<file path="src/rtl/irqw_pkg.sv">
package irqw_pkg;

    localparam int          DATA_W    = 32;
    localparam int          SEL_W     = 8;
    localparam logic [7:0]  OFF_SEL   = 8'h00;
    localparam logic [7:0]  OFF_WIN   = 8'h10;
    localparam logic [7:0]  SEL_IDENT = 8'h00;
    localparam logic [7:0]  SEL_VERS  = 8'h01;
    localparam logic [7:0]  SEL_ARBW  = 8'h02;
    localparam logic [7:0]  SEL_TABLE = 8'h10;
    localparam logic [31:0] VERSION_WORD = 32'h0017_0011;

    typedef enum logic [2:0] {
        TGT_NONE,
        TGT_IDENT,
        TGT_VERS,
        TGT_ARBW,
        TGT_ENTRY,
        TGT_RANGE
    } tgt_e;

    // Host-owned part of a redirection entry
    typedef struct packed {
        logic [7:0] dest;
        logic       mask;
        logic       level;
        logic       pol;
        logic       dmode;
        logic [2:0] deliv;
        logic [7:0] vec;
    } ent_cfg_t;

    localparam ent_cfg_t CFG_RESET = '{dest: 8'h00, mask: 1'b1, level: 1'b0,
                                       pol: 1'b0, dmode: 1'b0, deliv: 3'd0,
                                       vec: 8'h00};

    function automatic logic [31:0] pack_low(ent_cfg_t c, logic ds, logic rirr);
        return {15'd0, c.mask, c.level, rirr, c.pol, ds, c.dmode, c.deliv, c.vec};
    endfunction

    function automatic logic [31:0] pack_high(ent_cfg_t c);
        return {c.dest, 24'd0};
    endfunction

    function automatic ent_cfg_t apply_low(ent_cfg_t c, logic [31:0] w);
        ent_cfg_t r;
        r       = c;
        r.vec   = w[7:0];
        r.deliv = w[10:8];
        r.dmode = w[11];
        r.pol   = w[13];
        r.level = w[15];
        r.mask  = w[16];
        return r;
    endfunction

    function automatic ent_cfg_t apply_high(ent_cfg_t c, logic [31:0] w);
        ent_cfg_t r;
        r      = c;
        r.dest = w[31:24];
        return r;
    endfunction

endpackage

</file>
<file path="src/rtl/irqw_sel_decode.sv">
module irqw_sel_decode
    import irqw_pkg::*;
#(
    parameter int N_ENTRIES = 24,
    localparam int IDX_W = SEL_W - 1
) (
    input  logic [SEL_W-1:0] sel_i,
    output tgt_e             tgt_o,
    output logic [IDX_W-1:0] idx_o,
    output logic             hi_o
);

    logic [SEL_W-1:0] rel;

    always_comb begin
        rel   = sel_i - SEL_TABLE;
        idx_o = rel[SEL_W-1:1];
        hi_o  = rel[0];
        if (sel_i >= SEL_TABLE) begin
            if (int'(idx_o) < N_ENTRIES) tgt_o = TGT_ENTRY;
            else                         tgt_o = TGT_RANGE;
        end else begin
            case (sel_i)
                SEL_IDENT: tgt_o = TGT_IDENT;
                SEL_VERS:  tgt_o = TGT_VERS;
                SEL_ARBW:  tgt_o = TGT_ARBW;
                default:   tgt_o = TGT_NONE;
            endcase
        end
    end

    // an out-of-range table index never decodes as a live entry
    always_comb begin
        if (tgt_o == TGT_ENTRY)
            a_r7_idx_in_range: assert (int'(idx_o) < N_ENTRIES);
    end

endmodule

</file>
<file path="src/rtl/irqw_entry.sv">
module irqw_entry
    import irqw_pkg::*;
(
    input  logic        clk,
    input  logic        rst,
    input  logic        wr_low_i,
    input  logic        wr_high_i,
    input  logic [31:0] wdata_i,
    input  logic        ds_set_i,
    input  logic        ds_clr_i,
    input  logic        rirr_set_i,
    input  logic        rirr_clr_i,
    output ent_cfg_t    cfg_o,
    output logic        ds_o,
    output logic        rirr_o
);

    ent_cfg_t cfg_q;
    logic     ds_q;
    logic     rirr_q;
    logic     to_edge;

    // Level to edge transition requested by a host write
    assign to_edge = wr_low_i && cfg_q.level && !wdata_i[15];

    always_ff @(posedge clk) begin
        if (rst) begin
            cfg_q  <= CFG_RESET;
            ds_q   <= 1'b0;
            rirr_q <= 1'b0;
        end else begin
            if (wr_low_i)       cfg_q <= apply_low(cfg_q, wdata_i);
            else if (wr_high_i) cfg_q <= apply_high(cfg_q, wdata_i);
            ds_q <= (ds_q | ds_set_i) & ~ds_clr_i;
            if (to_edge) rirr_q <= 1'b0;
            else         rirr_q <= (rirr_q | rirr_set_i) & ~rirr_clr_i;
        end
    end

    assign cfg_o  = cfg_q;
    assign ds_o   = ds_q;
    assign rirr_o = rirr_q;

    // leaving level mode through a host write drops remote IRR
    a_r9_edge_clears_rirr: assert property (@(posedge clk) disable iff (rst)
        to_edge |=> !rirr_o);

    // without hardware strobes a host write leaves both status flags alone
    a_r8_status_kept: assert property (@(posedge clk) disable iff (rst)
        (wr_low_i && !to_edge && !rirr_set_i && !rirr_clr_i && !ds_set_i && !ds_clr_i)
        |=> (rirr_o == $past(rirr_o)) && (ds_o == $past(ds_o)));

endmodule

</file>
<file path="src/rtl/irq_regwin.sv">
module irq_regwin
    import irqw_pkg::*;
#(
    parameter int N_ENTRIES = 24,
    localparam int IDX_W = SEL_W - 1
) (
    input  logic                 clk,
    input  logic                 rst,
    input  logic                 wr_en_i,
    input  logic                 rd_en_i,
    input  logic [7:0]           addr_i,
    input  logic [DATA_W-1:0]    wdata_i,
    output logic [DATA_W-1:0]    rdata_o,
    output logic                 rvalid_o,
    input  logic [N_ENTRIES-1:0] dstat_set_i,
    input  logic [N_ENTRIES-1:0] dstat_clr_i,
    input  logic [N_ENTRIES-1:0] rirr_set_i,
    input  logic [N_ENTRIES-1:0] rirr_clr_i,
    output logic [N_ENTRIES-1:0] pin_mask_o,
    output logic [N_ENTRIES-1:0] pin_level_o,
    output logic [N_ENTRIES-1:0] pin_pol_o,
    output logic [N_ENTRIES-1:0] pin_rirr_o,
    output logic [N_ENTRIES-1:0] pin_dstat_o
);

    logic [SEL_W-1:0]  sel_q;
    logic [3:0]        ident_q;
    logic [DATA_W-1:0] rdata_q;
    logic              rvalid_q;

    tgt_e              tgt;
    logic [IDX_W-1:0]  idx;
    logic              hi;

    logic              wr_sel, wr_win, rd_win;
    logic [N_ENTRIES-1:0] wr_lo_v, wr_hi_v;

    ent_cfg_t          cfg_a  [N_ENTRIES];
    logic [N_ENTRIES-1:0] ds_a, rirr_a;

    logic [DATA_W-1:0] ident_word, ent_word, win_word, rd_next;

    assign wr_sel = wr_en_i && (addr_i == OFF_SEL);
    assign wr_win = wr_en_i && (addr_i == OFF_WIN);
    assign rd_win = rd_en_i && (addr_i == OFF_WIN);

    irqw_sel_decode #(.N_ENTRIES(N_ENTRIES)) u_dec (
        .sel_i (sel_q),
        .tgt_o (tgt),
        .idx_o (idx),
        .hi_o  (hi)
    );

    generate
        for (genvar g = 0; g < N_ENTRIES; g++) begin : g_ent
            assign wr_lo_v[g] = wr_win && (tgt == TGT_ENTRY) && (idx == IDX_W'(g)) && !hi;
            assign wr_hi_v[g] = wr_win && (tgt == TGT_ENTRY) && (idx == IDX_W'(g)) && hi;

            irqw_entry u_ent (
                .clk        (clk),
                .rst        (rst),
                .wr_low_i   (wr_lo_v[g]),
                .wr_high_i  (wr_hi_v[g]),
                .wdata_i    (wdata_i),
                .ds_set_i   (dstat_set_i[g]),
                .ds_clr_i   (dstat_clr_i[g]),
                .rirr_set_i (rirr_set_i[g]),
                .rirr_clr_i (rirr_clr_i[g]),
                .cfg_o      (cfg_a[g]),
                .ds_o       (ds_a[g]),
                .rirr_o     (rirr_a[g])
            );

            assign pin_mask_o[g]  = cfg_a[g].mask;
            assign pin_level_o[g] = cfg_a[g].level;
            assign pin_pol_o[g]   = cfg_a[g].pol;
        end
    endgenerate

    assign pin_rirr_o  = rirr_a;
    assign pin_dstat_o = ds_a;

    // Select and identifier registers
    always_ff @(posedge clk) begin
        if (rst) begin
            sel_q   <= '0;
            ident_q <= '0;
        end else begin
            if (wr_sel) sel_q <= wdata_i[SEL_W-1:0];
            if (wr_win && tgt == TGT_IDENT) ident_q <= wdata_i[27:24];
        end
    end

    // Read path
    always_comb begin
        ident_word = {4'd0, ident_q, 24'd0};
        ent_word   = '0;
        for (int i = 0; i < N_ENTRIES; i++) begin
            if (idx == IDX_W'(i))
                ent_word = hi ? pack_high(cfg_a[i]) : pack_low(cfg_a[i], ds_a[i], rirr_a[i]);
        end
        case (tgt)
            TGT_IDENT, TGT_ARBW: win_word = ident_word;
            TGT_VERS:            win_word = VERSION_WORD;
            TGT_ENTRY:           win_word = ent_word;
            TGT_RANGE:           win_word = '1;
            default:             win_word = '0;
        endcase
        if (addr_i == OFF_SEL)      rd_next = {{(DATA_W-SEL_W){1'b0}}, sel_q};
        else if (addr_i == OFF_WIN) rd_next = win_word;
        else                        rd_next = '0;
    end

    always_ff @(posedge clk) begin
        if (rst) begin
            rdata_q  <= '0;
            rvalid_q <= 1'b0;
        end else begin
            rvalid_q <= rd_en_i;
            if (rd_en_i) rdata_q <= rd_next;
        end
    end

    assign rdata_o  = rdata_q;
    assign rvalid_o = rvalid_q;

    // read data arrives exactly one cycle after the strobe
    a_r1_read_latency: assert property (@(posedge clk) disable iff (rst)
        rd_en_i |=> rvalid_o);

    // the version selector always reads the fixed word
    a_r2_version_fixed: assert property (@(posedge clk) disable iff (rst)
        (rd_win && sel_q == SEL_VERS) |=> (rdata_o == VERSION_WORD));

    // identifier reads carry data only in bits 27:24
    a_r3_ident_field: assert property (@(posedge clk) disable iff (rst)
        (rd_win && sel_q == SEL_IDENT) |=> (rdata_o[31:28] == 4'd0 && rdata_o[23:0] == 24'd0));

    // selectors past the table read all ones
    a_r7_range_ones: assert property (@(posedge clk) disable iff (rst)
        (rd_win && int'(sel_q) >= int'(SEL_TABLE) + 2 * N_ENTRIES) |=> (rdata_o == '1));

    // the arbitration word never differs from the identifier word
    a_r4_arb_mirror: assert property (@(posedge clk) disable iff (rst)
        (rd_win && sel_q == SEL_ARBW) |=> (rdata_o[27:24] == $past(ident_q)));

endmodule

</file>
<file path="config.mk">
export PLATFORM = sky130hd
export DESIGN_NAME = irq_regwin
export DESIGN_NICKNAME = d
export VERILOG_FILES = /design/src/rtl/irqw_pkg.sv /design/src/rtl/irqw_sel_decode.sv /design/src/rtl/irqw_entry.sv /design/src/rtl/irq_regwin.sv
export SDC_FILE = /design/constraint.sdc
export NUM_CORES = 2
export LEC_CHECK = 0
export ABC_AREA = 1
export BUFFER_PORTS_ARGS = -buffer_cell sky130_fd_sc_hd__buf_2
export CORE_MARGIN = 2
export CORE_UTILIZATION = 45
export DETAILED_ROUTE_END_ITERATION = 6
export GPL_TIMING_DRIVEN = 0
export PLACE_DENSITY = 0.67
export SLEW_MARGIN = 20
export SYNTH_ARGS = -nofsm -noshare
export SYNTH_HDL_FRONTEND = slang
export SYNTH_HIERARCHICAL = 1
export SYNTH_SLANG_ARGS = --single-unit
</file>
<file path="constraint.sdc">
create_clock -name clk -period 4.97 [get_ports clk]
set_input_delay 0.7455 -clock clk [delete_from_list [all_inputs] [get_ports clk]]
set_output_delay 0.7455 -clock clk [all_outputs]
set_load 0.005 [all_outputs]
</file>
# Word level (Yosys, flattened, before mapping)

Index checks and enable logic that the tools add are counted.
W data, S select, Z words.

Mux-type cells: 78
Reduce and logical (&&, ||, !) cells: 178
Add/sub/neg operators: 1
Equal/unequal tests: 31
Bitwise gates (word level): 168
Magnitude comparators: 2

Operators with widths:

| operator              | count |
|---|---|
| $mux W32              | 50 |
| $mux W15              | 24 |
| $pmux W32 S4          | 1 |
| $logic_and A1 B1 Y1   | 124 |
| $not A1 Y1            | 72 |
| $eq A7 B4 Y1 const B  | 8 |
| $eq A7 B5 Y1 const B  | 8 |
| $reduce_or A2 Y1      | 25 |
| $and A1 B1 Y1         | 48 |
| $or A1 B1 Y1          | 48 |
| $reduce_and A2 Y1     | 24 |
| $eq A7 B3 Y1 const B  | 4 |
| $logic_not A8 Y1      | 2 |
| $eq A7 B2 Y1 const B  | 2 |
| $eq A8 B1 Y1 const B  | 1 |
| $eq A8 B2 Y1 const B  | 1 |
| $eq A8 B5 Y1 const B  | 1 |
| $ge A8 B5 Y1 const B  | 1 |
| $sub A8 B5 Y8 const B | 1 |
| $eq A7 B1 Y1 const B  | 1 |
| $logic_not A7 Y1      | 1 |
| $lt A7 B5 Y1 const B  | 1 |
| $eq A3 B2 Y1 const B  | 2 |
| $eq A3 B3 Y1 const B  | 2 |
| other kinds (5)       | 6 |

Output and inout port bits: 153
Flip-flop bits (word level): 645

# Longest topological paths before layout

Word-level depth: 29
Depth in mapped cells: 29

# Cells and area by module

The synthesis kept the hierarchy.

By module, submodules not included:

| module          | area each (µm²) | sequential area each (µm²) | times used | cells an instance |
|---|---|---|---|---|
| irqw_entry      | 927.1           | 500.5                      | 24         | 128 |
| irq_regwin      | 8443.1          | 800.8                      | 1          | 1820 |
| irqw_sel_decode | 254.0           | 0.0                        | 1          | 42 |

# Worst setup path after synthesis

OpenSTA, ideal clock, no wires.

Path kind: reg-to-reg
From: reg sel_q[4]
To: reg g_ent[18].u_ent.cfg_q (netlist bit g_ent[18].u_ent/cfg_o[5])
Period minus slack after synthesis: 3010 ps
Cell stages (with the launch flop): 18
Setup slack: 1960 ps
Arrival time: 2894 ps
Cell sequence: dfxtp_1 > inv_1 > ha_1 > nand2_1 > nor2_4 > nand2_4 > nor2_2 > nor2_1 > inv_1 > nor2_1 > nand3_1 > clkbuf_1 > clkbuf_1 > nor3_1 > inv_2 > buf_2 > nor2_1 > nor2_1

Longest elaborated chain between the ends: 8

Ends and longest elaborated chain:

| element                               | line                  | RTL |
|---|---|---|
| start: declaration                    | irq_regwin.sv:26      | `logic [SEL_W-1:0] sel_q;` |
| start signal: assignment              | irq_regwin.sv:89      | `if (wr_sel) sel_q <= wdata_i[SEL_W-1:0];` |
| $sub A8 B5 Y8 (*)                     | irqw_sel_decode.sv:16 | `rel = sel_i - SEL_TABLE;` |
| named net idx[3]                      | irq_regwin.sv:32      | `logic [IDX_W-1:0] idx;` |
| $lt A7 B5 Y1                          | irqw_sel_decode.sv:20 | `if (int'(idx_o) < N_ENTRIES) tgt_o = TGT_ENTRY;` |
| $mux W1                               | irqw_sel_decode.sv:20 |  |
| $mux W3                               | irqw_sel_decode.sv:19 | `if (sel_i >= SEL_TABLE) begin` |
| $eq A3 B3 Y1                          | -                     |  |
| $logic_and A1 B1 Y1                   | irq_regwin.sv:56      | `assign wr_lo_v[g] = wr_win && (tgt == TGT_ENTRY) && (idx == IDX_W'(g)) && !hi;` |
| $logic_and A1 B1 Y1 (*) (2 in series) | irq_regwin.sv:56      |  |
| named net wr_lo_v[18]                 | irq_regwin.sv:36      | `logic [N_ENTRIES-1:0] wr_lo_v, wr_hi_v;` |
| end signal: assignment                | irqw_entry.sv:32      | `if (wr_low_i) cfg_q <= apply_low(cfg_q, wdata_i);` |
| end signal: assignment                | irqw_entry.sv:33      | `else if (wr_high_i) cfg_q <= apply_high(cfg_q, wdata_i);` |
| end: declaration                      | irqw_entry.sv:18      | `ent_cfg_t cfg_q;` |

Mark *: on every way through the listed nets, which the timed path passes. The rest lies on a longest branch.
A chain may end at the register's enable or synchronous reset.

# Final worst setup path

From: reg sel_q[0]
To: reg g_ent[16].u_ent.cfg_q (netlist bit g_ent[16].u_ent/cfg_o[19])

RTL lines:

| element                     | line                  | RTL |
|---|---|---|
| $sub A8 B5 Y8               | irqw_sel_decode.sv:16 |  |
| named net hi                | irq_regwin.sv:33      | `logic hi;` |
| $logic_not A1 Y1            | irq_regwin.sv:56      |  |
| $logic_and A1 B1 Y1         | irq_regwin.sv:56      |  |
| named net wr_lo_v[16]       | irq_regwin.sv:36      |  |
| $not A1 Y1 (no line)        | -                     |  |
| $reduce_and A2 Y1 (no line) | -                     |  |
| end signal: assignment      | irqw_entry.sv:32      |  |
| end signal: assignment      | irqw_entry.sv:33      |  |
| end: declaration            | irqw_entry.sv:18      |  |

The timed path passes the listed nets, and every way through them passes these cells.

==> flow_summary.json <==
{
  "antenna_found_initial": 0,
  "htreeDepth": 3,
  "arrival_ps": 5330,
  "drtAntennaViolNets": 0,
  "core_mm2": 0.0683,
  "syn_area_mm2": 0.0309,
  "critPathCaptureType": "flip-flop",
  "seq_area_frac_synth_pct": 41.4,
  "cts_root_buffer": "clkbuf_16",
  "status": "finished, final reports clean",
  "synth_edf_count": 0,
  "synth_ff_type": "dfxtp_1",
  "required_ps": 5480,
  "netSwitchingPower_mw": 2.57,
  "drt_first_pass_iters": 6,
  "place_inst": 6100,
  "place_congestion": 0.898,
  "cts.sinks": 640,
  "clock_latency_ps": 610,
  "worstHoldPathType": "primary input to flip-flop",
  "synth_async_sr_flop_share_pct": 0,
  "final.setup.worst_slack_ps": 150,
  "power_density_mw_per_mm2": 308,
  "track_usage_pct": 29.4,
  "fmax_ghz": 0.207,
  "ys_ff_latch": 640,
  "synth_top_area_share_pct": 41.4,
  "viasPerCell": 5.13,
  "min_period_ps": 4820,
  "nets": 5434,
  "dr_total_vias": 32000,
  "synth_largest_area_cell": "dfxtp_1",
  "setup-tns-final_ps": 0,
  "wirelength_um": 107000,
  "grt_pass1_vias": 28400,
  "ir_drop_v": 0.000188,
  "start_util_pct": 45.3,
  "final_util_pct": 52.5,
  "finalSetupViolCount": 0,
  "final_cell_count_no_fill": 6230,
  "syn_to_final_growth_pct": 15.9,
  "die_w_um": 266,
  "wl_per_cell_um": 17.1,
  "drv_slew": 0,
  "drtIter0Drc": 2902,
  "startpoint_type": "flip-flop",
  "path_clk_slew_ps": 60,
  "drive_gt1_share_pct": 12.5,
  "holdWs_ps": 282,
  "cts_setup_buffers": 0,
  "placementRows": 96,
  "grt_start_max_net_pins": 41,
  "syn_area_per_cell_um2": 6.27,
  "worstPathMaxFanout": 10,
  "overflow": 0,
  "maxSlewHeadroom_pct": 19.5,
  "netlist_instances": 4934,
  "pre_cts_slack_ps": -97.9,
  "worst_clock_skew_ps": 17.9,
  "post-route-period-util_pct": 97.0,
  "cts_max_path_buffers": 3,
  "diodes": 0,
  "p_clk_share_pct": 49.1,
  "synth.area.top_cells": "dfxtp_1, nand2_1, nor2_1",
  "yosys_warnings": 6,
  "rsz0062_at_grt": "no",
  "p_leak_nw": 16.7,
  "cts_buffers": 72,
  "post-synth-top-count-cell": "nand2_1",
  "cts_tree": "built",
  "syn-num-nets": 5076,
  "portBuffers": 283,
  "synthDistinctLibCells": 30,
  "ios": 293,
  "dieArea_mm2": 0.0709,
  "seqPwrFrac_pct": 46.7,
  "synth_common_cells": "nand2_1, nor2_1, dfxtp_1",
  "die_y_um": 266,
  "combPwrFrac_pct": 4.1,
  "hold_violations": 0,
  "p_int_mw": 8.49,
  "dp_hpwl_um": 75600,
  "worstMarginPinSlew_ps": 1200,
  "crit_type": "flip-flop to flip-flop",
  "cap_violations": 0,
  "swShare_pct": 23.3,
  "grt_pass1_wl_um": 163000,
  "drcViolationCount": 0
}
==> state kept, by name, summed over array words and instances (netlist names) <==
signal	flops
g_ent.u_ent/rirr_o	24
g_ent.u_ent/cfg_o	552
rdata_o	27
rvalid_o	1
sel_q	8
ident_q	4
g_ent.u_ent/ds_o	24
==> worst paths after layout <==
kind	from	to	slack (ps)	depth (start not counted)
worst min register to register	rdata_o[25]$_SDFFE_PP0P_	rdata_o[25]$_SDFFE_PP0P_	460	2
worst max-delay path	sel_q[0]$_SDFFE_PP0P_	g_ent[16].u_ent/cfg_o[19]$_SDFFE_PP0P_	150	14
worst max register to register	sel_q[0]$_SDFFE_PP0P_	g_ent[16].u_ent/cfg_o[19]$_SDFFE_PP0P_	150	14
worst min-delay path	dstat_clr_i[14]	g_ent[14].u_ent/ds_o$_SDFF_PP0_	280	2
==> area by class of cell <==
| class | instances | area, um2 |
|---|---|---|
| plain buffers | 260 | 1250 |
| clock buffers | 111 | 2160 |
| clock inverters | 19 | 220 |
| fillers | 7020 | 32500 |
| inverters | 456 | 1710 |
| multi-input cells | 3578 | 15200 |
| flip-flops and latches | 640 | 12800 |
| well taps | 882 | 1100 |
| repair buffers | 284 | 1440 |
==> cell families after synthesis <==
family                     after synthesis  synth area share [%]
xor gates and xnor gates                 2                0.0566
buffers and inverters                  716                  9.55
AOI/OAI and AO/OA                      509                  8.25
DFF                                    640                  41.4
and+or+nand+nor                       3065                  40.7
adders and majority gates                2                0.0808
==> timing repair <==
| item | 4_1_cts | 5_1_grt |
|---|---|---|
| hold endpoints to repair | 0 | 0 |
| setup endpoints to repair | 87 | 182 |
| gates resized for setup | 1 | 4 |
| hold buffers | 0 | 0 |
==> layout by cell type, fill, tap and decap left out, types with 3 or more instances in the layout <==
cell type,n
o21ai_0,321
nor3_1,75
inv_1,417
clkinv_2,8
clkbuf_16,73
nor2_4,8
nand3_1,413
inv_6,5
clkbuf_2,3
nand2_1,1223
dfxtp_1,640
nand2_2,7
nor2_2,41
clkbuf_1,89
o21ai_1,79
a21oi_1,106
nor2_1,1206
nand3b_1,29
buf_4,16
bufinv_16,4
buf_1,13
buf_2,439
nand4_1,54
inv_2,37
clkbuf_8,19
==> per-stage QoR <==
step	area [um2]	power, mW
after floorplan	30900	5.46
after global placement	33500	5.72
after detailed placement	33500	5.73
after CTS	35900	11.1
after global routing	35900	11.4
final	35900	11.1
==> layer usage <==
layer | up-vias | part of all wire, % | GRT usage [%]
met1 | 14400 | 44 | 40.5
li1 | 16100 | - | -
met2 | 1228 | 43 | 45.4
met5 | - | 0 | 0
met3 | 235 | 8.3 | 4.47
met4 | 0 | 4.1 | 13.1
==> power by group through the flow <==
stage | combinational (mW) | clock [mW] | sequential (mW)
floorplan | 0.179 | 0 | 5.28
global placement | 0.443 | 0 | 5.28
detailed placement | 0.448 | 0 | 5.28
CTS | 0.450 | 5.50 | 5.17
global route | 0.499 | 5.71 | 5.17
finish | 0.458 | 5.43 | 5.17
==> worst max-delay path, cell delays in order (launching register included) <==
cell	delay, ps
dfxtp_1	490
buf_4	160
buf_2	160
buf_2	310
buf_2	360
buf_1	610
buf_2	400
buf_1	630
clkbuf_2	580
nor3_1	310
inv_2	210
buf_2	280
nand3_1	100
nand2_1	70
nor2_1	40
Note: power is estimated with default switching activity, not from simulation.
